### config.mk
export PLATFORM = sky130hd
export DESIGN_NAME = prio_irq_ctrl
export DESIGN_NICKNAME = d
export VERILOG_FILES = /design/src/rtl/prio_irq_pkg.sv /design/src/rtl/prio_window_regs.sv /design/src/rtl/prio_tree_arb.sv /design/src/rtl/irq_fwd_stage.sv /design/src/rtl/prio_irq_ctrl.sv
export SDC_FILE = /design/constraint.sdc
export NUM_CORES = 2
export LEC_CHECK = 0
export CAP_MARGIN = 20
export CORE_MARGIN = 10
export CORE_UTILIZATION = 60
export DETAILED_ROUTE_END_ITERATION = 8
export DONT_BUFFER_PORTS = 1
export PLACE_DENSITY = 0.74
export SLEW_MARGIN = 0
export SYNTH_ARGS = -nofsm -noshare
export SYNTH_HDL_FRONTEND = slang
export SYNTH_SLANG_ARGS = --single-unit
### constraint.sdc
create_clock -name clk_i -period 16.99 [get_ports clk_i]
set_clock_uncertainty 0.05 [all_clocks]
set_input_delay 1.699 -clock clk_i [delete_from_list [all_inputs] [get_ports clk_i]]
set_output_delay 1.699 -clock clk_i [all_outputs]
set_load 0.05 [all_outputs]
### src/rtl/prio_irq_pkg.sv
package prio_irq_pkg;
  localparam int unsigned DEF_NUM_IRQ    = 128;
  localparam int unsigned DEF_SLOTS      = 8;
  localparam int unsigned DEF_PRIO_W     = 3;
  localparam int unsigned DEF_RESET_PRIO = 1;

  function automatic int unsigned max_u(input int unsigned a, input int unsigned b);
    return (a > b) ? a : b;
  endfunction

  function automatic int unsigned width_of(input int unsigned n);
    return (n > 1) ? $clog2(n) : 1;
  endfunction
endpackage

### src/rtl/prio_window_regs.sv
module prio_window_regs
  import prio_irq_pkg::*;
#(
  parameter int unsigned NUM_IRQ    = DEF_NUM_IRQ,
  parameter int unsigned SLOTS      = DEF_SLOTS,
  parameter int unsigned PRIO_W     = DEF_PRIO_W,
  parameter int unsigned RESET_PRIO = DEF_RESET_PRIO,
  localparam int unsigned SLOT_W    = width_of(SLOTS),
  localparam int unsigned PAGES     = NUM_IRQ / SLOTS,
  localparam int unsigned PAGE_W    = width_of(PAGES),
  localparam int unsigned ADDR_W    = SLOT_W + 1,
  localparam int unsigned DATA_W    = max_u(PAGE_W, PRIO_W)
) (
  input  logic              clk_i,
  input  logic              rst_ni,
  input  logic              we_i,
  input  logic [ADDR_W-1:0] addr_i,
  input  logic [DATA_W-1:0] wdata_i,
  output logic [DATA_W-1:0] rdata_o,
  output logic [PRIO_W-1:0] prio_o [NUM_IRQ]
);
  localparam int unsigned WIN_W = PAGE_W + SLOT_W;

  logic [PAGE_W-1:0] page_q;
  logic [PRIO_W-1:0] prio_q [NUM_IRQ];
  logic [WIN_W-1:0]  win_idx;
  logic              slot_sel;
  logic              idx_ok;

  // window position = page concatenated with slot number
  assign win_idx  = {page_q, addr_i[SLOT_W-1:0]};
  assign slot_sel = addr_i[ADDR_W-1];
  assign idx_ok   = 32'(win_idx) < NUM_IRQ;

  always_ff @(posedge clk_i or negedge rst_ni) begin
    if (!rst_ni) begin
      page_q <= '0;
      for (int i = 0; i < NUM_IRQ; i++) prio_q[i] <= PRIO_W'(RESET_PRIO);
    end else if (we_i) begin
      if (!slot_sel) begin
        page_q <= wdata_i[PAGE_W-1:0];
      end else if (idx_ok) begin
        prio_q[win_idx] <= wdata_i[PRIO_W-1:0];
      end
    end
  end

  always_comb begin
    rdata_o = '0;
    if (!slot_sel) begin
      rdata_o = DATA_W'(page_q);
    end else if (idx_ok) begin
      rdata_o = DATA_W'(prio_q[win_idx]);
    end
  end

  assign prio_o = prio_q;
endmodule

### src/rtl/prio_tree_arb.sv
module prio_tree_arb
  import prio_irq_pkg::*;
#(
  parameter int unsigned NUM_IRQ = DEF_NUM_IRQ,
  parameter int unsigned PRIO_W  = DEF_PRIO_W,
  localparam int unsigned IDX_W  = width_of(NUM_IRQ),
  localparam int unsigned LEAVES = 1 << IDX_W,
  localparam int unsigned NODES  = 2 * LEAVES - 1
) (
  input  logic [NUM_IRQ-1:0] req_i,
  input  logic [PRIO_W-1:0]  prio_i [NUM_IRQ],
  output logic [PRIO_W-1:0]  win_prio_o,
  output logic [IDX_W-1:0]   win_idx_o
);
  logic [PRIO_W-1:0] node_p [NODES];
  logic [IDX_W-1:0]  node_i [NODES];

  // leaves in index order; pad beyond NUM_IRQ with level 0
  for (genvar l = 0; l < LEAVES; l++) begin : g_leaf
    if (l < NUM_IRQ) begin : g_real
      assign node_p[LEAVES-1+l] = req_i[l] ? prio_i[l] : '0;
    end else begin : g_pad
      assign node_p[LEAVES-1+l] = '0;
    end
    assign node_i[LEAVES-1+l] = IDX_W'(l);
  end

  // right (higher index) child wins only on strictly higher level
  for (genvar n = 0; n < LEAVES - 1; n++) begin : g_node
    logic take_r;
    assign take_r    = node_p[2*n+2] > node_p[2*n+1];
    assign node_p[n] = take_r ? node_p[2*n+2] : node_p[2*n+1];
    assign node_i[n] = take_r ? node_i[2*n+2] : node_i[2*n+1];
  end

  assign win_prio_o = node_p[0];
  assign win_idx_o  = node_i[0];
endmodule

### src/rtl/irq_fwd_stage.sv
module irq_fwd_stage
  import prio_irq_pkg::*;
#(
  parameter int unsigned IDX_W  = 7,
  parameter int unsigned PRIO_W = DEF_PRIO_W
) (
  input  logic              clk_i,
  input  logic              rst_ni,
  input  logic [PRIO_W-1:0] win_prio_i,
  input  logic [IDX_W-1:0]  win_idx_i,
  input  logic [PRIO_W-1:0] ipl_i,
  input  logic              mask_i,
  output logic              irq_o,
  output logic [IDX_W-1:0]  irq_vec_o,
  output logic [PRIO_W-1:0] irq_prio_o
);
  logic fwd;

  // level 0 never exceeds ipl, so a disabled winner is dropped here too
  assign fwd = !mask_i && (win_prio_i > ipl_i);

  always_ff @(posedge clk_i or negedge rst_ni) begin
    if (!rst_ni) begin
      irq_o      <= 1'b0;
      irq_vec_o  <= '0;
      irq_prio_o <= '0;
    end else begin
      irq_o      <= fwd;
      irq_vec_o  <= fwd ? win_idx_i  : '0;
      irq_prio_o <= fwd ? win_prio_i : '0;
    end
  end
endmodule

### src/rtl/prio_irq_ctrl.sv
module prio_irq_ctrl
  import prio_irq_pkg::*;
#(
  parameter int unsigned NUM_IRQ    = DEF_NUM_IRQ,
  parameter int unsigned SLOTS      = DEF_SLOTS,
  parameter int unsigned PRIO_W     = DEF_PRIO_W,
  parameter int unsigned RESET_PRIO = DEF_RESET_PRIO,
  localparam int unsigned IDX_W     = width_of(NUM_IRQ),
  localparam int unsigned SLOT_W    = width_of(SLOTS),
  localparam int unsigned PAGE_W    = width_of(NUM_IRQ / SLOTS),
  localparam int unsigned ADDR_W    = SLOT_W + 1,
  localparam int unsigned DATA_W    = max_u(PAGE_W, PRIO_W)
) (
  input  logic               clk_i,
  input  logic               rst_ni,
  input  logic [NUM_IRQ-1:0] req_i,
  input  logic [PRIO_W-1:0]  ipl_i,
  input  logic               mask_i,
  input  logic               reg_we_i,
  input  logic [ADDR_W-1:0]  reg_addr_i,
  input  logic [DATA_W-1:0]  reg_wdata_i,
  output logic [DATA_W-1:0]  reg_rdata_o,
  output logic               irq_o,
  output logic [IDX_W-1:0]   irq_vec_o,
  output logic [PRIO_W-1:0]  irq_prio_o
);
  logic [PRIO_W-1:0] prio_tab [NUM_IRQ];
  logic [PRIO_W-1:0] win_prio;
  logic [IDX_W-1:0]  win_idx;

  prio_window_regs #(
    .NUM_IRQ   (NUM_IRQ),
    .SLOTS     (SLOTS),
    .PRIO_W    (PRIO_W),
    .RESET_PRIO(RESET_PRIO)
  ) u_regs (
    .clk_i  (clk_i),
    .rst_ni (rst_ni),
    .we_i   (reg_we_i),
    .addr_i (reg_addr_i),
    .wdata_i(reg_wdata_i),
    .rdata_o(reg_rdata_o),
    .prio_o (prio_tab)
  );

  prio_tree_arb #(
    .NUM_IRQ(NUM_IRQ),
    .PRIO_W (PRIO_W)
  ) u_arb (
    .req_i     (req_i),
    .prio_i    (prio_tab),
    .win_prio_o(win_prio),
    .win_idx_o (win_idx)
  );

  irq_fwd_stage #(
    .IDX_W (IDX_W),
    .PRIO_W(PRIO_W)
  ) u_fwd (
    .clk_i     (clk_i),
    .rst_ni    (rst_ni),
    .win_prio_i(win_prio),
    .win_idx_i (win_idx),
    .ipl_i     (ipl_i),
    .mask_i    (mask_i),
    .irq_o     (irq_o),
    .irq_vec_o (irq_vec_o),
    .irq_prio_o(irq_prio_o)
  );
endmodule

==> results.toml <==
[outcome]
outcome = "finished, final reports clean"

[final_layout]
final_layout_size_suffix_gt1_frac = 0.191
area_growth_pct = 7.20
fin_nets = 4273

[clocking]
post_cts_resize_count = 0
root_buffer = "clkbuf_16"
cts_tree = "yes"
cts_buffer_depth = 3
cts_buffers = 48
clkLatencyLatePin_ns = 0.60
cts_setup_buffers = 0
cts.clk_slew.worst_paths_ns = 0.06
htreeDepth = 2
clock_sinks = 399
holdBufCountCts = 0

[routing]
num_vias = 29538
wl_per_cell_um = 23.2
firstDrtPassIters = 7
wl_um = 105000
antenna_left = 0
vias_per_cell = 6.50
post-route-drc-count = 0
drtIter0Drc = 2429

[setup_path]
cp.arrival_ns = 13.64
slowest_stage = "a32oi_1"
cp-start-kind = "input port"
required_ns = 17.42
r2r-end = "u_fwd.irq_vec_o[0]$_DFF_PN0_"
crit_path_end_kind = "flip-flop"
r2r-start = "u_regs.prio_o[128]$_DFFE_PN0P_"
cp_slowest_stage_delay_ns = 0.66
worstSetupPathType = "input port to flip-flop"
reg2reg_depth = 56
crit_start = "req_i[87]"
r2r_slack_ns = 4.45
path_common_cell = "ha_1"
worstSetupEndpoint = "u_fwd.irq_vec_o[0]$_DFF_PN0_"
critPathMaxFanout = 12

[floorplan]
io_pins = 158
die_h_um = 260
core_um2 = 56600
initial_core_util = 0.609
die-area_um2 = 67500
rows = 87
dieWidth_um = 260

[synth]
yosys_warnings = 0
netlist_instances = 3791
synth_fp_nets = 4318
yosysSeqAreaShare = 0.294
synth_area_um2 = 34500
synth-main-ff-cell = "dfrtp_1"
synth_edf_count = 0
synthArstFlopShare = 1.00
synth_cell_types = 85
syn_avg_cell_area_um2 = 9.10
synth.ff_latch_count = 399

[timing]
hold_viol = 0
worstMarginPinSlew_ns = 1.43
setup_tns_ns = 0
slew_viol_final = 0
fmax_mhz = 75.7
fin_crit_sh = 0.778
slew_headroom = 0.0491
period_needed_ns = 13.21
setup_viol = 0
rsz0062_at_grt = "no"
hold_slack_ns = 0.479

[power]
p_per_area_nw_per_um2 = 207
vdd_drop_max_v = 0.000464
p_leak_uw = 0.0175

[global_routing]
grtUsageTotal = 0.304
grt_use_met2 = 0.492
grt_busiest_layer = "met2"
first_global_vias = 28593
grt_overflow = 0
grt_max_degree = 400
antenna_found_initial = 4
grt_util_met3 = 0.0700
grt_pass1_wl_um = 162000
grt_use_met1 = 0.380

[hold_path]
hold_class = "flip-flop to flip-flop"
worstHoldStart = "u_regs.prio_o[290]$_DFFE_PN0P_"

[job]
drv_cap = 0

[placement]
hpwl_um = 74400
place_congestion = 0.953
placement.io_buffers = 0
per-layer routing:
metal / wire length, um / up-vias
met2: 47500 / 1163
met4: 5160 / 4
li1: - / 13633
met5: 30 / -
met1: 43200 / 14449
met3: 9330 / 289
layout make-up:
cell class	instances	area (um^2)
Antenna cell	5	12.5
Clock buffer	66	1400
Clock inverter	22	423
Fill cell	4736	19600
Inverter	333	1250
Multi-Input combinational cell	2939	22600
Sequential cell	399	10100
Tap cell	756	946
Timing Repair Buffer	25	188
layout by cell type, fill, tap and decap left out, types with 12 or more instances in the layout:
| cell | instances |
|---|---|
| inv_1 | 333 |
| a221oi_1 | 32 |
| mux2i_1 | 247 |
| mux2_2 | 432 |
| a31oi_1 | 23 |
| nand2_1 | 553 |
| o21ai_1 | 38 |
| clkbuf_16 | 49 |
| buf_4 | 25 |
| o21a_1 | 16 |
| dfstp_2 | 128 |
| nand4_1 | 31 |
| and3_1 | 62 |
| bufinv_16 | 12 |
| a21oi_1 | 216 |
| nor2_1 | 201 |
| a22o_1 | 33 |
| a211oi_1 | 20 |
| nand2b_1 | 14 |
| o21ai_0 | 67 |
| a32oi_1 | 18 |
| ha_1 | 384 |
| nand3b_1 | 67 |
| nand3_1 | 54 |
| dfrtp_1 | 271 |
| and2_1 | 66 |
| nor2b_1 | 40 |
| o211ai_1 | 18 |
| a21o_1 | 18 |
| a22oi_1 | 153 |
metrics by stage:
step | instances | setup slack, ns | total power, uW | area (um^2) | util
after CTS | 4539 | 3.96 | 7580 | 36900 | 0.653
after detailed placement | 4451 | 3.34 | 6360 | 35100 | 0.621
final | 4545 | 3.78 | 7650 | 37000 | 0.653
after floorplan | 3791 | 5.24 | 5170 | 34500 | -
after global placement | 4451 | 3.49 | 6300 | 35100 | 0.621
after global routing | 4540 | 2.77 | 8180 | 37000 | 0.653
registers in the layout (all words and copies together), names as in the netlist:
register / flops
u_fwd.irq_vec_o: 7
u_fwd.irq_o: 1
u_regs.page_q: 4
u_fwd.irq_prio_o: 3
u_regs.prio_o: 384
how the worst min path moves through the flow:
stage / depth (start not counted) / to / slack (ns)
5_1_grt: 1 / u_regs.prio_o[209]$_DFFE_PN0P_ / 0.50
2_1_floorplan: 1 / u_regs.prio_o[260]$_DFFE_PN0P_ / 0.45
3_5_place_dp: 1 / u_regs.prio_o[38]$_DFFE_PN0P_ / 0.47
4_1_cts: 1 / u_regs.prio_o[290]$_DFFE_PN0P_ / 0.48
3_3_place_gp: 1 / u_regs.prio_o[254]$_DFFE_PN0P_ / 0.46
6_report: 1 / u_regs.prio_o[290]$_DFFE_PN0P_ / 0.48
report_power, final:
group	switching, uW	total (uW)	leakage, uW	internal, uW
clock network	446	1200	0.000892	757
logic	3210	5270	0.0116	2060
registers	96.0	1180	0.00504	1080
total	3750	7650	0.0175	3900
synthesized netlist by cell type (31+ instances only):
| cell | instances | area, um^2 |
|---|---|---|
| nor2_1 | 202 | 758 |
| o21ai_1 | 38 | 190 |
| dfrtp_1 | 271 | 6780 |
| mux2i_1 | 247 | 2470 |
| a22oi_1 | 153 | 1150 |
| inv_1 | 333 | 1250 |
| a221oi_1 | 32 | 280 |
| nand4_1 | 31 | 194 |
| nand3_1 | 54 | 270 |
| nand2_1 | 553 | 2080 |
| dfstp_2 | 128 | 3360 |
| ha_1 | 384 | 4800 |
| mux2_2 | 432 | 4860 |
| nor2b_1 | 40 | 250 |
| o21ai_0 | 67 | 335 |
| and2_1 | 66 | 413 |
| and3_1 | 63 | 394 |
| a22o_1 | 33 | 289 |
| clkbuf_1 | 81 | 304 |
| a21oi_1 | 216 | 1080 |
| nand3b_1 | 67 | 503 |
cell families (layout without fill, tap and decap cells):
| kind of cell | count (synthesis) | in the layout | share of synthesized area |
|---|---|---|---|
| other | 0 | 5 | 0 |
| muxes | 688 | 688 | 0.217 |
| adders and majority gates | 384 | 384 | 0.139 |
| DFF | 399 | 399 | 0.294 |
| and+or+nand+nor | 1125 | 1125 | 0.151 |
| buffers and inverters | 453 | 446 | 0.0514 |
| AOI/OAI and AO/OA | 742 | 742 | 0.147 |
worst max-delay path: cells and delay by family:
family	cells	cell delay, ns
adder cells (fa/ha/maj)	8	2.36
AND/OR/NAND/NOR	13	2.09
multiplexers	3	0.82
AO/OA/AOI/OAI	23	5.81
buffers and inverters	8	0.86
(Power assumes the default switching activity.)
